--- config.mk ---
export PLATFORM = sky130hd
export DESIGN_NAME = busif_ctrl
export DESIGN_NICKNAME = d
export VERILOG_FILES = /design/src/rtl/busif_ctrl_pkg.sv /design/src/rtl/busif_ctrl_regs.sv /design/src/rtl/busif_cmd_sel.sv /design/src/rtl/busif_irq_unit.sv /design/src/rtl/busif_ctrl.sv
export SDC_FILE = /design/constraint.sdc
export NUM_CORES = 1
export LEC_CHECK = 0
export ABC_AREA = 1
export BUFFER_PORTS_ARGS = -buffer_cell sky130_fd_sc_hd__buf_2
export CAP_MARGIN = 20
export CORE_MARGIN = 8
export CORE_UTILIZATION = 38
export CTS_BUF_LIST = sky130_fd_sc_hd__clkbuf_4 sky130_fd_sc_hd__clkbuf_8 sky130_fd_sc_hd__clkbuf_16
export CTS_CLUSTER_DIAMETER = 50
export DETAILED_ROUTE_END_ITERATION = 6
export PLACE_DENSITY_LB_ADDON = 0.25
export SYNTH_ARGS = -nofsm -noshare
export SYNTH_HDL_FRONTEND = slang
export SYNTH_HIERARCHICAL = 1
export SYNTH_SLANG_ARGS = --single-unit
--- constraint.sdc ---
create_clock -name clk -period 1.2 [get_ports clk]
set_input_delay 0.24 -clock clk [delete_from_list [all_inputs] [get_ports clk]]
set_output_delay 0.24 -clock clk [all_outputs]
set_load 0.02 [all_outputs]
--- src/rtl/busif_ctrl_pkg.sv ---
package busif_ctrl_pkg;

    localparam int NUM_EV = 6;

    // control word bit positions
    localparam int B_HOLD_SET = 0;
    localparam int B_HOLD_CLR = 1;
    localparam int B_COP_EN   = 2;
    localparam int B_HOST     = 3;
    localparam int B_RDMUL_OFF = 4;
    localparam int B_IEN_LO   = 8;
    localparam int CTRL_TOP   = B_IEN_LO + NUM_EV - 1;

    // register addresses
    localparam int A_CTRL   = 0;
    localparam int A_STATUS = 1;

    typedef enum logic [3:0] {
        CMD_MEMRD    = 4'b0110,
        CMD_MEMRDMUL = 4'b1100
    } pci_rdcmd_e;

    typedef struct packed {
        logic                cop_en;
        logic                host;
        logic                rdmul_off;
        logic [NUM_EV-1:0]   ien;
    } ctrl_t;

    function automatic logic irq_of(input logic [NUM_EV-1:0] st,
                                    input logic [NUM_EV-1:0] en);
        return |(st & en);
    endfunction

    function automatic pci_rdcmd_e dma_cmd(input logic rdmul_off);
        return rdmul_off ? CMD_MEMRD : CMD_MEMRDMUL;
    endfunction

endpackage

--- src/rtl/busif_ctrl_regs.sv ---
module busif_ctrl_regs
    import busif_ctrl_pkg::*;
(
    input  logic                clk,
    input  logic                rst,
    input  logic                ctrl_wr,
    input  logic [CTRL_TOP:0]   wdata,
    output ctrl_t               ctrl,
    output logic                core_rst
);

    always_ff @(posedge clk) begin
        if (rst) begin
            core_rst <= 1'b1;
            ctrl     <= '0;
        end else if (ctrl_wr) begin
            if (wdata[B_HOLD_SET])
                core_rst <= 1'b1;
            else if (wdata[B_HOLD_CLR])
                core_rst <= 1'b0;
            ctrl.cop_en    <= wdata[B_COP_EN];
            ctrl.host      <= wdata[B_HOST];
            ctrl.rdmul_off <= wdata[B_RDMUL_OFF];
            ctrl.ien       <= wdata[CTRL_TOP:B_IEN_LO];
        end
    end

    assert_set_holds_R2: assert property (@(posedge clk) disable iff (rst)
        (ctrl_wr && wdata[B_HOLD_SET]) |=> core_rst);

    assert_idle_stable_R2: assert property (@(posedge clk) disable iff (rst)
        !ctrl_wr |=> $stable(core_rst));

    assert_release_R3: assert property (@(posedge clk) disable iff (rst)
        (ctrl_wr && wdata[B_HOLD_CLR] && !wdata[B_HOLD_SET]) |=> !core_rst);

endmodule

--- src/rtl/busif_cmd_sel.sv ---
module busif_cmd_sel
    import busif_ctrl_pkg::*;
(
    input  logic       clk,
    input  logic       rst,
    input  ctrl_t      ctrl,
    input  logic       cop_req,
    input  logic       bm_en_cfg,
    output logic       cop_grant,
    output logic       bm_en,
    output logic [3:0] rdcmd_dma,
    output logic [3:0] rdcmd_cpu
);

    always_comb begin
        cop_grant = cop_req & ctrl.cop_en;
        bm_en     = bm_en_cfg | ctrl.host;
        rdcmd_dma = dma_cmd(ctrl.rdmul_off);
        rdcmd_cpu = CMD_MEMRD;
    end

    assert_grant_gated_R5: assert property (@(posedge clk) disable iff (rst)
        cop_grant |-> (cop_req && ctrl.cop_en));

    assert_host_master_R6: assert property (@(posedge clk) disable iff (rst)
        ctrl.host |-> bm_en);

    assert_dma_plain_R7: assert property (@(posedge clk) disable iff (rst)
        ctrl.rdmul_off |-> (rdcmd_dma == rdcmd_cpu));

endmodule

--- src/rtl/busif_irq_unit.sv ---
module busif_irq_unit
    import busif_ctrl_pkg::*;
(
    input  logic              clk,
    input  logic              rst,
    input  logic [NUM_EV-1:0] ev,
    input  logic [NUM_EV-1:0] clr,
    input  logic [NUM_EV-1:0] ien,
    output logic [NUM_EV-1:0] status,
    output logic              irq
);

    generate
        for (genvar i = 0; i < NUM_EV; i++) begin : g_ev
            always_ff @(posedge clk) begin
                if (rst)
                    status[i] <= 1'b0;
                else if (ev[i])
                    status[i] <= 1'b1;
                else if (clr[i])
                    status[i] <= 1'b0;
            end

            assert_sticky_set_R8: assert property (@(posedge clk) disable iff (rst)
                ev[i] |=> status[i]);

            assert_w1c_R9: assert property (@(posedge clk) disable iff (rst)
                (clr[i] && !ev[i]) |=> !status[i]);
        end
    endgenerate

    assign irq = irq_of(status, ien);

    assert_irq_cause_R10: assert property (@(posedge clk) disable iff (rst)
        $rose(irq) |-> ($past(|ev) || !$stable(ien)));

endmodule

--- src/rtl/busif_ctrl.sv ---
module busif_ctrl
    import busif_ctrl_pkg::*;
#(
    parameter int DATA_W = 32,
    parameter int ADDR_W = 2
) (
    input  logic              clk,
    input  logic              rst,
    input  logic              wr_en,
    input  logic [ADDR_W-1:0] addr,
    input  logic [DATA_W-1:0] wr_data,
    output logic [DATA_W-1:0] rd_data,
    input  logic [NUM_EV-1:0] ev_pulse,
    input  logic              cop_req,
    output logic              cop_grant,
    input  logic              bm_en_cfg,
    output logic              bm_en,
    output logic [3:0]        rdcmd_dma,
    output logic [3:0]        rdcmd_cpu,
    output logic              core_rst,
    output logic              irq,
    output logic [NUM_EV-1:0] irq_status
);

    localparam int UNUSED_W = DATA_W - CTRL_TOP - 1;

    ctrl_t             ctrl;
    logic              ctrl_wr;
    logic [NUM_EV-1:0] st_clr;
    logic              unused_hi;

    assign ctrl_wr   = wr_en && (addr == ADDR_W'(A_CTRL));
    assign st_clr    = (wr_en && (addr == ADDR_W'(A_STATUS))) ? wr_data[NUM_EV-1:0] : '0;
    assign unused_hi = ^wr_data[DATA_W-1:DATA_W-UNUSED_W];

    busif_ctrl_regs u_regs (
        .clk      (clk),
        .rst      (rst),
        .ctrl_wr  (ctrl_wr),
        .wdata    (wr_data[CTRL_TOP:0]),
        .ctrl     (ctrl),
        .core_rst (core_rst)
    );

    busif_cmd_sel u_cmd (
        .clk       (clk),
        .rst       (rst),
        .ctrl      (ctrl),
        .cop_req   (cop_req),
        .bm_en_cfg (bm_en_cfg),
        .cop_grant (cop_grant),
        .bm_en     (bm_en),
        .rdcmd_dma (rdcmd_dma),
        .rdcmd_cpu (rdcmd_cpu)
    );

    busif_irq_unit u_irq (
        .clk    (clk),
        .rst    (rst),
        .ev     (ev_pulse),
        .clr    (st_clr),
        .ien    (ctrl.ien),
        .status (irq_status),
        .irq    (irq)
    );

    always_comb begin
        rd_data = '0;
        if (addr == ADDR_W'(A_CTRL)) begin
            rd_data[B_HOLD_SET]          = core_rst;
            rd_data[B_COP_EN]            = ctrl.cop_en;
            rd_data[B_HOST]              = ctrl.host;
            rd_data[B_RDMUL_OFF]         = ctrl.rdmul_off;
            rd_data[CTRL_TOP:B_IEN_LO]   = ctrl.ien;
        end else if (addr == ADDR_W'(A_STATUS)) begin
            rd_data[NUM_EV-1:0] = irq_status;
        end
    end

endmodule

* After elaboration in Yosys (flattened, before gate mapping)
Cells that the tools add are included.
** Operators by class
- Equal/unequal tests :: 1
- Muxes and demuxes :: 22
- Bitwise logic cells :: 3
- Reduce and logical (&&, ||, !) cells :: 12
** Operator list (count)
- 6-bit two-way mux :: 3
- 1-bit two-way mux :: 17
- 2-bit nonzero test :: 7
- 6-bit bitwise AND :: 1
- 6-bit OR reduction :: 1
- 4-bit two-way mux :: 1
- 3-bit two-way mux :: 1
- 2-bit by 1-bit == test with 1-bit output (second input constant) :: 1
- 1-bit logical AND :: 2
- 2-bit zero test :: 1
- 2-bit AND reduction :: 1
- 1-bit bitwise AND :: 1
- 1-bit OR :: 1
** Word-level totals
- Register bits after elaboration :: 16
- Bits of input ports :: 45
- Output and inout bits :: 50
- Word-level logic and storage cells :: 49

* Logic depth before layout (Yosys ltp)
Gate-level depths: netlist of the first run.
- Word-level depth :: 5
- Depth in mapped cells :: 7

* By module
Netlist of the first run, hierarchy kept.
** By module, submodules not included
- busif_ctrl_regs :: instances 1, cells each 62, area an instance 416.6 um^2, seq. area each 200.2 um^2
- busif_ctrl :: instances 1, cells each 68, area an instance 356.6 um^2, seq. area each 0.0 um^2
- busif_irq_unit :: instances 1, cells each 36, area an instance 240.2 um^2, seq. area each 120.1 um^2
- busif_cmd_sel :: instances 1, cells each 15, area an instance 82.6 um^2, seq. area each 0.0 um^2

* Least setup slack after synthesis of the first run
OpenSTA, ideal clock, no wires.
- Path kind :: reg2out
- From :: register u_irq.status[1]
- To :: output port rd_data[1]
- Arrival :: 816 ps
- Required time :: 960 ps
- Slack :: 144 ps
- Cell stages (with the launch flop) :: 3
- Path buffers :: 0
- Cell sequence :: dfxtp_1 > inv_1 > nor2_1
** On the way
- Word-level cells in the longest chain between the ends :: 2
** RTL lines
- start, declared :: line busif_irq_unit.sv:9 : output logic [NUM_EV-1:0] status,
- start signal, assigned by index :: line busif_irq_unit.sv:17 : status[i] <= 1'b0;
- start signal, assigned by index :: line busif_irq_unit.sv:19 : status[i] <= 1'b1;
- start signal, assigned by index :: line busif_irq_unit.sv:21 : status[i] <= 1'b0;
- 6-bit two-way mux :: line busif_ctrl.sv:75 : end else if (addr == ADDR_W'(A_STATUS)) begin
- 1-bit two-way mux :: line busif_ctrl.sv:69 : if (addr == ADDR_W'(A_CTRL)) begin
- end, declared :: line busif_ctrl.sv:12 : output logic [DATA_W-1:0] rd_data,
Every way passes these cells.

* Worst setup path after layout of the first run
- From :: register u_irq.status[4]
- To :: output port irq
** On the way
- Word-level cells in the longest chain between the ends :: 2
** RTL lines
- 6-bit bitwise AND :: line busif_ctrl_pkg.sv:32 : return |(st & en);
- 6-bit OR reduction :: line busif_ctrl_pkg.sv:32
- end, declared :: line busif_ctrl.sv:21 : output logic irq,
Every way passes these cells.

==> reports/results.tsv, run 1 <==
metric	value	unit
outcome	finished with violations	
failing checks	setup timing	
chip width	69.7	um
CTS root buf	clkbuf_4	
die height	69.7	um
Worst R2R Start	u_irq/status[0]$_SDFFE_PP0P_	
Worst Hold Path Cells	3	
Hold Crit Class	input port to flop	
FMAX	765	MHz
R2R cell count	3	
initial antenna violation count	0	
clock tree buffer depth	2	
Reg clk slew, reported paths	90	ps
GRT met3 Usage	0.0587	
Design Area, Final	0.00148	mm^2
fin crit period	1310	ps
max-cap violation count	0	
share of layout cells above drive strength 1	0.422	
Final GP Congestion	0.775	
startpoint class of the critical path	flop	
starting DRC count in detailed routing	25	
Port Buffers	48	
CORE AREA	0.00276	mm^2
first-pass GRT wire length	4570	um
synth warn	6	
Post-DP HPWL	2200	um
CTS tree	yes	
Peak VDD IR	0.000591	V
P&R area growth vs syn	34.7	%
CTS Buf Count	3	
Final ANT Viol Nets	0	
Clock Skew	0	ps
Avg Inst Size Synth	6.06	um^2
critical path class	flop to output pin	
CP max FO	4	
post-synthesis cell area	0.00110	mm^2
sequential area share after synthesis	0.292	
# diodes	0	
CP Capture Type	output pin	
final core occ	0.535	
hold worst-path end	u_irq/status[5]$_SDFFE_PP0P_	
die footprint	0.00486	mm^2
met2 usage	0.182	
P_leak	0.839	nW
Reg-to-Reg End	u_irq/status[0]$_SDFFE_PP0P_	
per-cell routed wire length	10.3	um
vias in the first global route	983	
Hold Buf Count CTS	0	
routed wire length	2770	um
Sink Count	16	
first-pass detailed-route iteration total	2	
via count	1049	
Worst Path Arrival	1070	ps
I/O pin cnt	95	
Reg2Reg Setup Slack	430	ps
final net count	284	
Synth cell types	13	
RSZ-0062 raised after global routing	true	
Residual DRC	0	
Hold Startpoint	ev_pulse[5]	
synthesized flop and latch total	16	
Final setup viols	4	
Hold Fails Final Rpt	0	
CP required	960	ps
gr usage total	0.111	
H-tree depth	1	
Final Worst Setup Slack	-108	ps
row count	19	
grt total ovfl	0	
most used routing layer	met2	
grt met1 use	0.119	
latest clock arrival within the worst-skew pair	280	ps
placed inst area	0.00127	mm^2
vias per cell	3.91	
fill count	322	
Final Max Tran Viols	0	
Post-Synthesis Cells	181	
power density over the cells	860	mW/mm^2
Starting Density	0.397	
fin crit share	1.09	
largest net degree at the start of global routing	13	
## layer usage
metal | wire [um] | share of wire | vias to the layer above
li1 | - | - | 575
met1 | 1120 | 0.40 | 429
met2 | 1320 | 0.48 | 41
met3 | 303 | 0.11 | 4
met4 | 21 | 0.0076 | 0
met5 | 0 | 0 | -
## layout by cell type, fill, tap and decap left out, types with 2 or more instances in the layout
cell / instances
nor2_1: 34
dfxtp_4: 3
buf_4: 17
clkbuf_4: 3
a21oi_1: 7
nand2_1: 38
inv_2: 7
buf_2: 34
nand2_2: 4
buf_6: 8
inv_1: 30
nor2_2: 5
nor2_4: 2
dfxtp_2: 12
nand3_2: 3
conb_1: 26
## critical path: stages (launching register included)
cell     delay (ps)
dfxtp_4         360
nand2_2          50
nand2_1          50
nor2_1          100
nand2_1          80
buf_6           140
## state kept, by name, indices dropped and copies added (netlist names)
signal and cells:
u_regs/core_rst 1, u_regs/ctrl 9, u_irq/status 6
## worst max-delay path by stage
stage,from,end,slack (ps)
2_1_floorplan,u_irq/status[1]$_SDFFE_PP0P_,rd_data[1],140
3_3_place_gp,addr[0],u_regs/ctrl[2]$_SDFFE_PP0P_,2
3_5_place_dp,addr[0],u_regs/ctrl[3]$_SDFFE_PP0P_,10
4_1_cts,u_irq/status[1]$_SDFFE_PP0P_,irq,-100
5_1_grt,u_irq/status[4]$_SDFFE_PP0P_,irq,-220
6_report,u_irq/status[4]$_SDFFE_PP0P_,irq,-110
## where the power goes
group / internal, mW / total (mW) / switching, mW
clock: 0.116 / 0.268 / 0.152
sequential: 0.566 / 0.595 / 0.0294
combinational: 0.151 / 0.406 / 0.256
## final cells by class
class | instances | area [um^2] | share of cell area
multi-input cells | 121 | 534 | 0.362
repair buffers | 59 | 388 | 0.263
flip-flops and latches | 16 | 347 | 0.235
inverters | 38 | 146 | 0.0992
well taps | 31 | 38.8 | 0.0263
clock buffers | 3 | 22.5 | 0.0153
## stage by stage
stage / hold slack, ps / setup WS, ps / power, mW / instances / setup TNS, ps
after floorplan: 312 / 144 / 0.895 / 204 / 0
after global placement: 450 / 2.34 / 0.944 / 258 / 0
after detailed placement: 454 / 11.7 / 0.946 / 258 / 0
after CTS: 158 / -98.6 / 1.23 / 263 / -131
after global routing: 158 / -216 / 1.35 / 268 / -528
final: 162 / -108 / 1.27 / 268 / -188
## cells in the mapped netlist, drive strengths merged
cell type  instances  share of area
nor2              41           0.15
conb               3          0.010
a21oi              7          0.032
nand3              5          0.034
dfxtp             16           0.29
buf               29           0.21
inv               38           0.13
nand2             42           0.14
## cells by family (layout without fill, tap and decap cells)
| kind of cell | count (synthesis) | after routing | share of synthesized area |
|---|---|---|---|
| flip-flops | 16 | 16 | 0.292 |
| buffers and inverters | 67 | 100 | 0.336 |
| AND/OR/NAND/NOR | 88 | 88 | 0.330 |
| AO/OA/AOI/OAI | 7 | 7 | 0.0320 |
| other | 3 | 26 | 0.0103 |
## timing repair
action                     4_1_cts  5_1_grt
setup endpoints to repair        8       15
buffers inserted                 2        5
gates resized for setup         13       45
gates cloned                     0        0
pin swaps                        5       10
Power figures use the tool's default switching activity.
==> inputs of run 2 (changes only) <==
- ABC_AREA: 1 -> unset
- CORE_UTILIZATION: 38 -> 36
==> run 2 against run 1 <==
- non-clock buffer count is 1 higher
- sequential share of layout area is 1.6 points higher
- largest cell class unchanged
- synthesized cell count is 34% lower
- wire length is 4.1% lower
- core utilization is 2.6 points lower
- area after synthesis is 8.4% lower
- global-route usage hardly changed
- the flow still finishes with violations (setup timing)
==> reports/results.tsv, run 2 <==
metric	value	unit	change
CTS root buf	clkbuf_4		
CTS tree	yes		
startpoint class of the critical path	flop		
Post-DP HPWL	2200	um	about the same
Clock Skew	0	ps	unchanged
top flop regs	u_regs/ctrl: 9 flops, u_irq/status: 6 flops, u_regs/core_rst: 1 flops		
final net count	222		-22%
latest clock arrival within the worst-skew pair	280	ps	about the same
Synth Flop Type	dfxtp_1		
I/O pin cnt	95		unchanged
starting DRC count in detailed routing	10		-60%
outcome	finished with violations		
Starting Density	0.370		-0.0272
chip width	68.8	um	-1.3%
Worst R2R Start	u_regs/ctrl[3]$_SDFFE_PP0P_		
Synth top area share	0.319		+0.0270
fin crit share	1.12		+0.0266
Peak VDD IR	0.000703	V	+19%
CTS Buf Count	3		unchanged
H-tree depth	1		unchanged
clock tree buffer depth	2		unchanged
row count	19		unchanged
synth top area cells	dfxtp_1, buf_4, mux2i_1		
via count	862		-18%
most frequent cell after synthesis	buf_4		
most common cell after layout, fill and taps aside	buf_2		
power density over the cells	930	mW/mm^2	+8.1%
Top reg by flops	u_regs/ctrl		
failing checks	setup timing		
post-synthesis cell area	0.00100	mm^2	-8.4%
RSZ-0062 raised after global routing	true		
Hold Fails Final Rpt	0		unchanged
Avg Inst Size Synth	8.43	um^2	+39%
CORE AREA	0.00271	mm^2	-1.7%
P&R area growth vs syn	37.5	%	
Final GP Congestion	0.704		-9.1%
final core occ	0.509		-0.0262
die footprint	0.00473	mm^2	-2.6%
routed wire length	2650	um	-4.1%
CP max FO	3		-1
Setup TNS Final	-325	ps	-137 ps
Final ANT Viol Nets	0		unchanged
per-cell routed wire length	12.8	um	+24%
Hold Buf Count CTS	0		unchanged
vias per cell	4.16		+6.4%
Port Buffers	48		unchanged
placed inst area	0.00119	mm^2	-6.3%
most frequent cells after synthesis	buf_4, dfxtp_1, and2_1, nor2_1, mux2i_1		
P_leak	0.732	nW	-13%
fin crit period	1340	ps	+31.9 ps
most frequent cells in the layout	buf_2, conb_1, buf_4		
max-cap violation count	0		unchanged
Largest register FFs	9		unchanged
vias in the first global route	917		-6.7%
Design Area, Final	0.00138	mm^2	-6.5%
gr usage total	0.112		+0.000308
initial antenna violation count	0		unchanged
largest net degree at the start of global routing	17		+4
Final setup viols	6		+2
CP Capture Type	output pin		
Final Max Tran Viols	0		unchanged
critical path class	flop to output pin		
Post-Synthesis Cells	119		-34%
async set-reset flop share out of synthesis	0		unchanged
synthesized flop and latch total	16		unchanged
CP required	960	ps	about the same
# diodes	0		unchanged
cell taking the most area after synthesis	dfxtp_1		
grt total ovfl	0		unchanged
Worst Path Arrival	1100	ps	+30 ps
Hold Startpoint	ev_pulse[1]		
Synth cell types	17		+4
number of flops mapped to enable cells by yosys	0		unchanged
Residual DRC	0		unchanged
sequential area share after synthesis	0.319		+0.0270
Hold Crit Class	input port to flop		
die height	68.8	um	-1.3%
synth warn	6		unchanged
first-pass GRT wire length	4060	um	-11%
share of layout cells above drive strength 1	0.494		+0.0724
first-pass detailed-route iteration total	4		+2
FMAX	747	MHz	-2.4%
Final Worst Setup Slack	-140	ps	-31.9 ps
Worst Setup SP	u_irq/status[3]$_SDFFE_PP0P_		
Sink Count	16		unchanged
Reg clk slew, reported paths	90	ps	about the same
==> run 2: cell types whose count changed in the layout (fill, tap and decap cells not counted), sizes merged, moves of 6 or more <==
cell / before / now
nand2: 42 / 1
nor2: 41 / 14
nand2b: 0 / 6
and2: 0 / 14
mux2i: 0 / 13
inv: 37 / 7
==> run 2: metal layers <==
metal / vias to the layer above / GRT usage / part of all wire
met2: 44 / 0.194 / 0.51
met5: - / 0 / 0
met1: 380 / 0.122 / 0.37
met4: 0 / 0.0376 / 0
met3: 0 / 0.0436 / 0.12
li1: 438 / - / -
==> run 2: cell type report <==
cell class / instances / area (um^2)
clock buffer: 4 / 36.3
tap: 31 / 38.8
fill: 290 / 1330
timing repair buffer: 60 / 399
inverter: 7 / 26.3
sequential: 16 / 347
multi-input combinational: 89 / 533
==> run 2: logic make-up after synthesis <==
kind of cell | synth area share
AOI/OAI and AO/OA | 0.0623
buffers and inverters | 0.256
and+or+nand+nor | 0.222
DFF | 0.319
muxes | 0.130
other | 0.0112
==> run 2: final timing paths <==
kind	endpoint	slack [ps]	cells past startpoint
setup / recovery	rd_data[3]	-140	4
hold / removal	u_irq/status[1]$_SDFFE_PP0P_	170	3
setup reg to reg	u_regs/ctrl[3]$_SDFFE_PP0P_	450	3
hold reg to reg	u_regs/core_rst$_SDFFE_PP1P_	510	1
==> run 2: worst max-delay path, stage by stage, from the launching register on <==
cell	delay (ps)
dfxtp_4	360
buf_4	130
mux2i_1	120
nor2_1	50
buf_4	150
==> run 2: per-stage QoR <==
step	hold slack, ps	setup WS, ps	std cells	power (mW)
final	170	-140	207	1.28
after detailed placement	486	-47.8	197	0.895
after floorplan	309	28.2	142	0.853
after CTS	160	-123	205	1.29
after global routing	170	-188	207	1.36
after global placement	475	-15.5	197	0.891
==> run 2: power breakdown <==
part           total, mW  switching (mW)  leakage, nW  internal, mW
Combinational      0.347           0.207        0.574         0.139
Clock              0.352           0.168       0.0210         0.185
Sequential         0.585          0.0254        0.137         0.559
Total               1.28           0.400        0.732         0.883
==> run 2: timing repair <==
| action | in CTS | in global routing |
|---|---|---|
| pin swaps | 2 | 2 |
| endpoints found under the setup margin | 8 | 14 |
| resized for setup | 25 | 20 |
| buffers inserted | 4 | 2 |
==> inputs of run 3 (changes only) <==
- CORE_ASPECT_RATIO: unset -> 1.5
- MAX_ROUTING_LAYER: unset -> met4
==> run 3 against run 2 <==
- the flow still finishes with violations (setup timing)
- critical path type unchanged
- highest routed layer is now met4
- flip-flop and latch count unchanged
- largest cell class unchanged
- core utilization decreased by 2.0 points
- wire length increased by 3.7%
- worst hold slack improved by 47 ps
- non-clock buffer count decreased by 6
- worst setup slack improved by 26 ps
==> reports/results.tsv, run 3 (same netlist as run 2, synthesis figures left out) <==
metric	value	unit	change
Final Max Tran Viols	0		unchanged
share of layout cells above drive strength 1	0.438		-0.0564
Hold Crit Class	input port to flop		
CTS tree	yes		
per-cell routed wire length	13.4	um	+4.2%
failing checks	setup timing		
first-pass detailed-route iteration total	2		-2
Residual DRC	0		unchanged
top flop regs	u_regs/ctrl: 9 flops, u_irq/status: 6 flops, u_regs/core_rst: 1 flops		
Setup TNS Final	-120	ps	+205 ps
fill count	282		-2.8%
most frequent cells in the layout	buf_2, conb_1, and2_1		
Final GP Congestion	0.708		+0.51%
CTS root buf	clkbuf_8		
Final Worst Setup Slack	-113	ps	+26.2 ps
fin crit period	1310	ps	-26.2 ps
clock tree buffer depth	2		unchanged
CTS Buf Count	3		unchanged
power density over the cells	991	mW/mm^2	+6.6%
vias per cell	4.17		+0.25%
Peak VDD IR	0.000637	V	-9.4%
post-CTS setup buffer count	0		-4
starting DRC count in detailed routing	5		-5
CP max FO	4		+1
R2R cell count	1		-2
Reg2Reg Setup Slack	460	ps	about the same
CP Capture Type	output pin		
Reg clk slew, reported paths	60	ps	-30 ps
grt total ovfl	0		unchanged
outcome	finished with violations		
die height	80.7	um	+17%
FMAX	761	MHz	+2.0%
Worst Setup SP	u_irq/status[0]$_SDFFE_PP0P_		
chip width	59.1	um	-14%
Worst Path Arrival	1070	ps	-30 ps
row count	23		+4
Clock Skew	0	ps	unchanged
Final ANT Viol Nets	0		unchanged
initial antenna violation count	0		unchanged
most common cell after layout, fill and taps aside	buf_2		
Post-DP HPWL	2300	um	+4.6%
Top reg by flops	u_regs/ctrl		
Largest register FFs	9		unchanged
via count	860		-0.23%
Starting Density	0.375		+0.00467
total power	1.30	mW	+1.2%
final net count	216		-2.7%
gr usage total	0.112		-0.000149
Worst R2R Start	u_regs/core_rst$_SDFFE_PP1P_		
critical path class	flop to output pin		
CP required	960	ps	about the same
max-cap violation count	0		unchanged
die footprint	0.00477	mm^2	+0.73%
P_leak	0.694	nW	-5.2%
first-pass GRT wire length	4090	um	+0.84%
Port Buffers	48		unchanged
vias in the first global route	893		-2.6%
H-tree depth	1		unchanged
latest clock arrival within the worst-skew pair	240	ps	-40 ps
Final setup viols	2		-4
fin crit share	1.09		-0.0219
Non-Filler Instances	206		-0.48%
Sink Count	16		unchanged
largest net degree at the start of global routing	17		unchanged
Hold Fails Final Rpt	0		unchanged
placed cell count	203		+3.0%
startpoint class of the critical path	flop		
P&R area growth vs syn	30.5	%	
RSZ-0062 raised after global routing	true		
# diodes	0		unchanged
I/O pin cnt	95		unchanged
Reg-to-Reg End	u_regs/core_rst$_SDFFE_PP1P_		
routed wire length	2750	um	+3.7%
Critical Path End	irq		
CORE AREA	0.00268	mm^2	-1.2%
==> run 3: cell types whose count changed in the layout (fill, tap and decap cells not counted), sizes merged <==
cell and delta:
buf -6, clkbuf -1
==> run 3: routing by layer <==
metal / routed length (um) / up-vias / global-route usage
li1: - / 424 / -
met1: 1060 / 388 / 0.119
met2: 1370 / 46 / 0.186
met3: 298 / 2 / 0.0351
met4: 25 / 0 / 0.0433
met5: 0 / - / -
==> run 3: through the flow <==
step / area [um^2] / setup WS, ps / hold slack [ps] / util
global route: 1310 / -144 / 241 / 0.489
finish: 1310 / -113 / 217 / 0.489
floorplan: 1090 / 28.2 / 309 / -
CTS: 1270 / -76.0 / 214 / 0.473
detailed placement: 1210 / -47.9 / 484 / 0.451
global placement: 1210 / -10.1 / 477 / 0.451
==> run 3: area by class of cell <==
type | instances | area [um^2] | area share
multi-input cells | 89 | 531 | 0.405
flip-flops and latches | 16 | 338 | 0.258
repair buffers | 54 | 328 | 0.250
clock buffers | 3 | 41.3 | 0.0315
inverters | 7 | 26.3 | 0.0201
well taps | 37 | 46.3 | 0.0353
==> run 3: power breakdown <==
part	switching, mW	internal [mW]	total (mW)
logic	0.205	0.118	0.323
clock network	0.168	0.222	0.390
registers	0.0253	0.560	0.585
total	0.398	0.900	1.30
==> run 3: how the worst min path moves through the flow <==
| stage | start | to | slack, ps | cells after the start |
|---|---|---|---|---|
| after floorplan | rst | u_irq/status[0]$_SDFFE_PP0P_ | 310 | 1 |
| after global placement | ev_pulse[5] | u_irq/status[5]$_SDFFE_PP0P_ | 480 | 3 |
| after detailed placement | ev_pulse[2] | u_irq/status[2]$_SDFFE_PP0P_ | 480 | 3 |
| after CTS | ev_pulse[2] | u_irq/status[2]$_SDFFE_PP0P_ | 210 | 3 |
| after global routing | ev_pulse[4] | u_irq/status[4]$_SDFFE_PP0P_ | 240 | 3 |
| final | ev_pulse[1] | u_irq/status[1]$_SDFFE_PP0P_ | 220 | 3 |
==> run 3: timing repair <==
| item | in CTS | in global routing |
|---|---|---|
| gates resized for setup | 9 | 17 |
| hold endpoints to repair | 0 | 0 |
| pin swaps | 0 | 2 |
| hold buffers | 0 | 0 |
| endpoints found under the setup margin | 6 | 10 |
==> run 3: worst max-delay path: stages, from the launching register on <==
cell and delay [ps]:
dfxtp_2 330, a22oi_1 240, nand3_2 120, buf_6 140
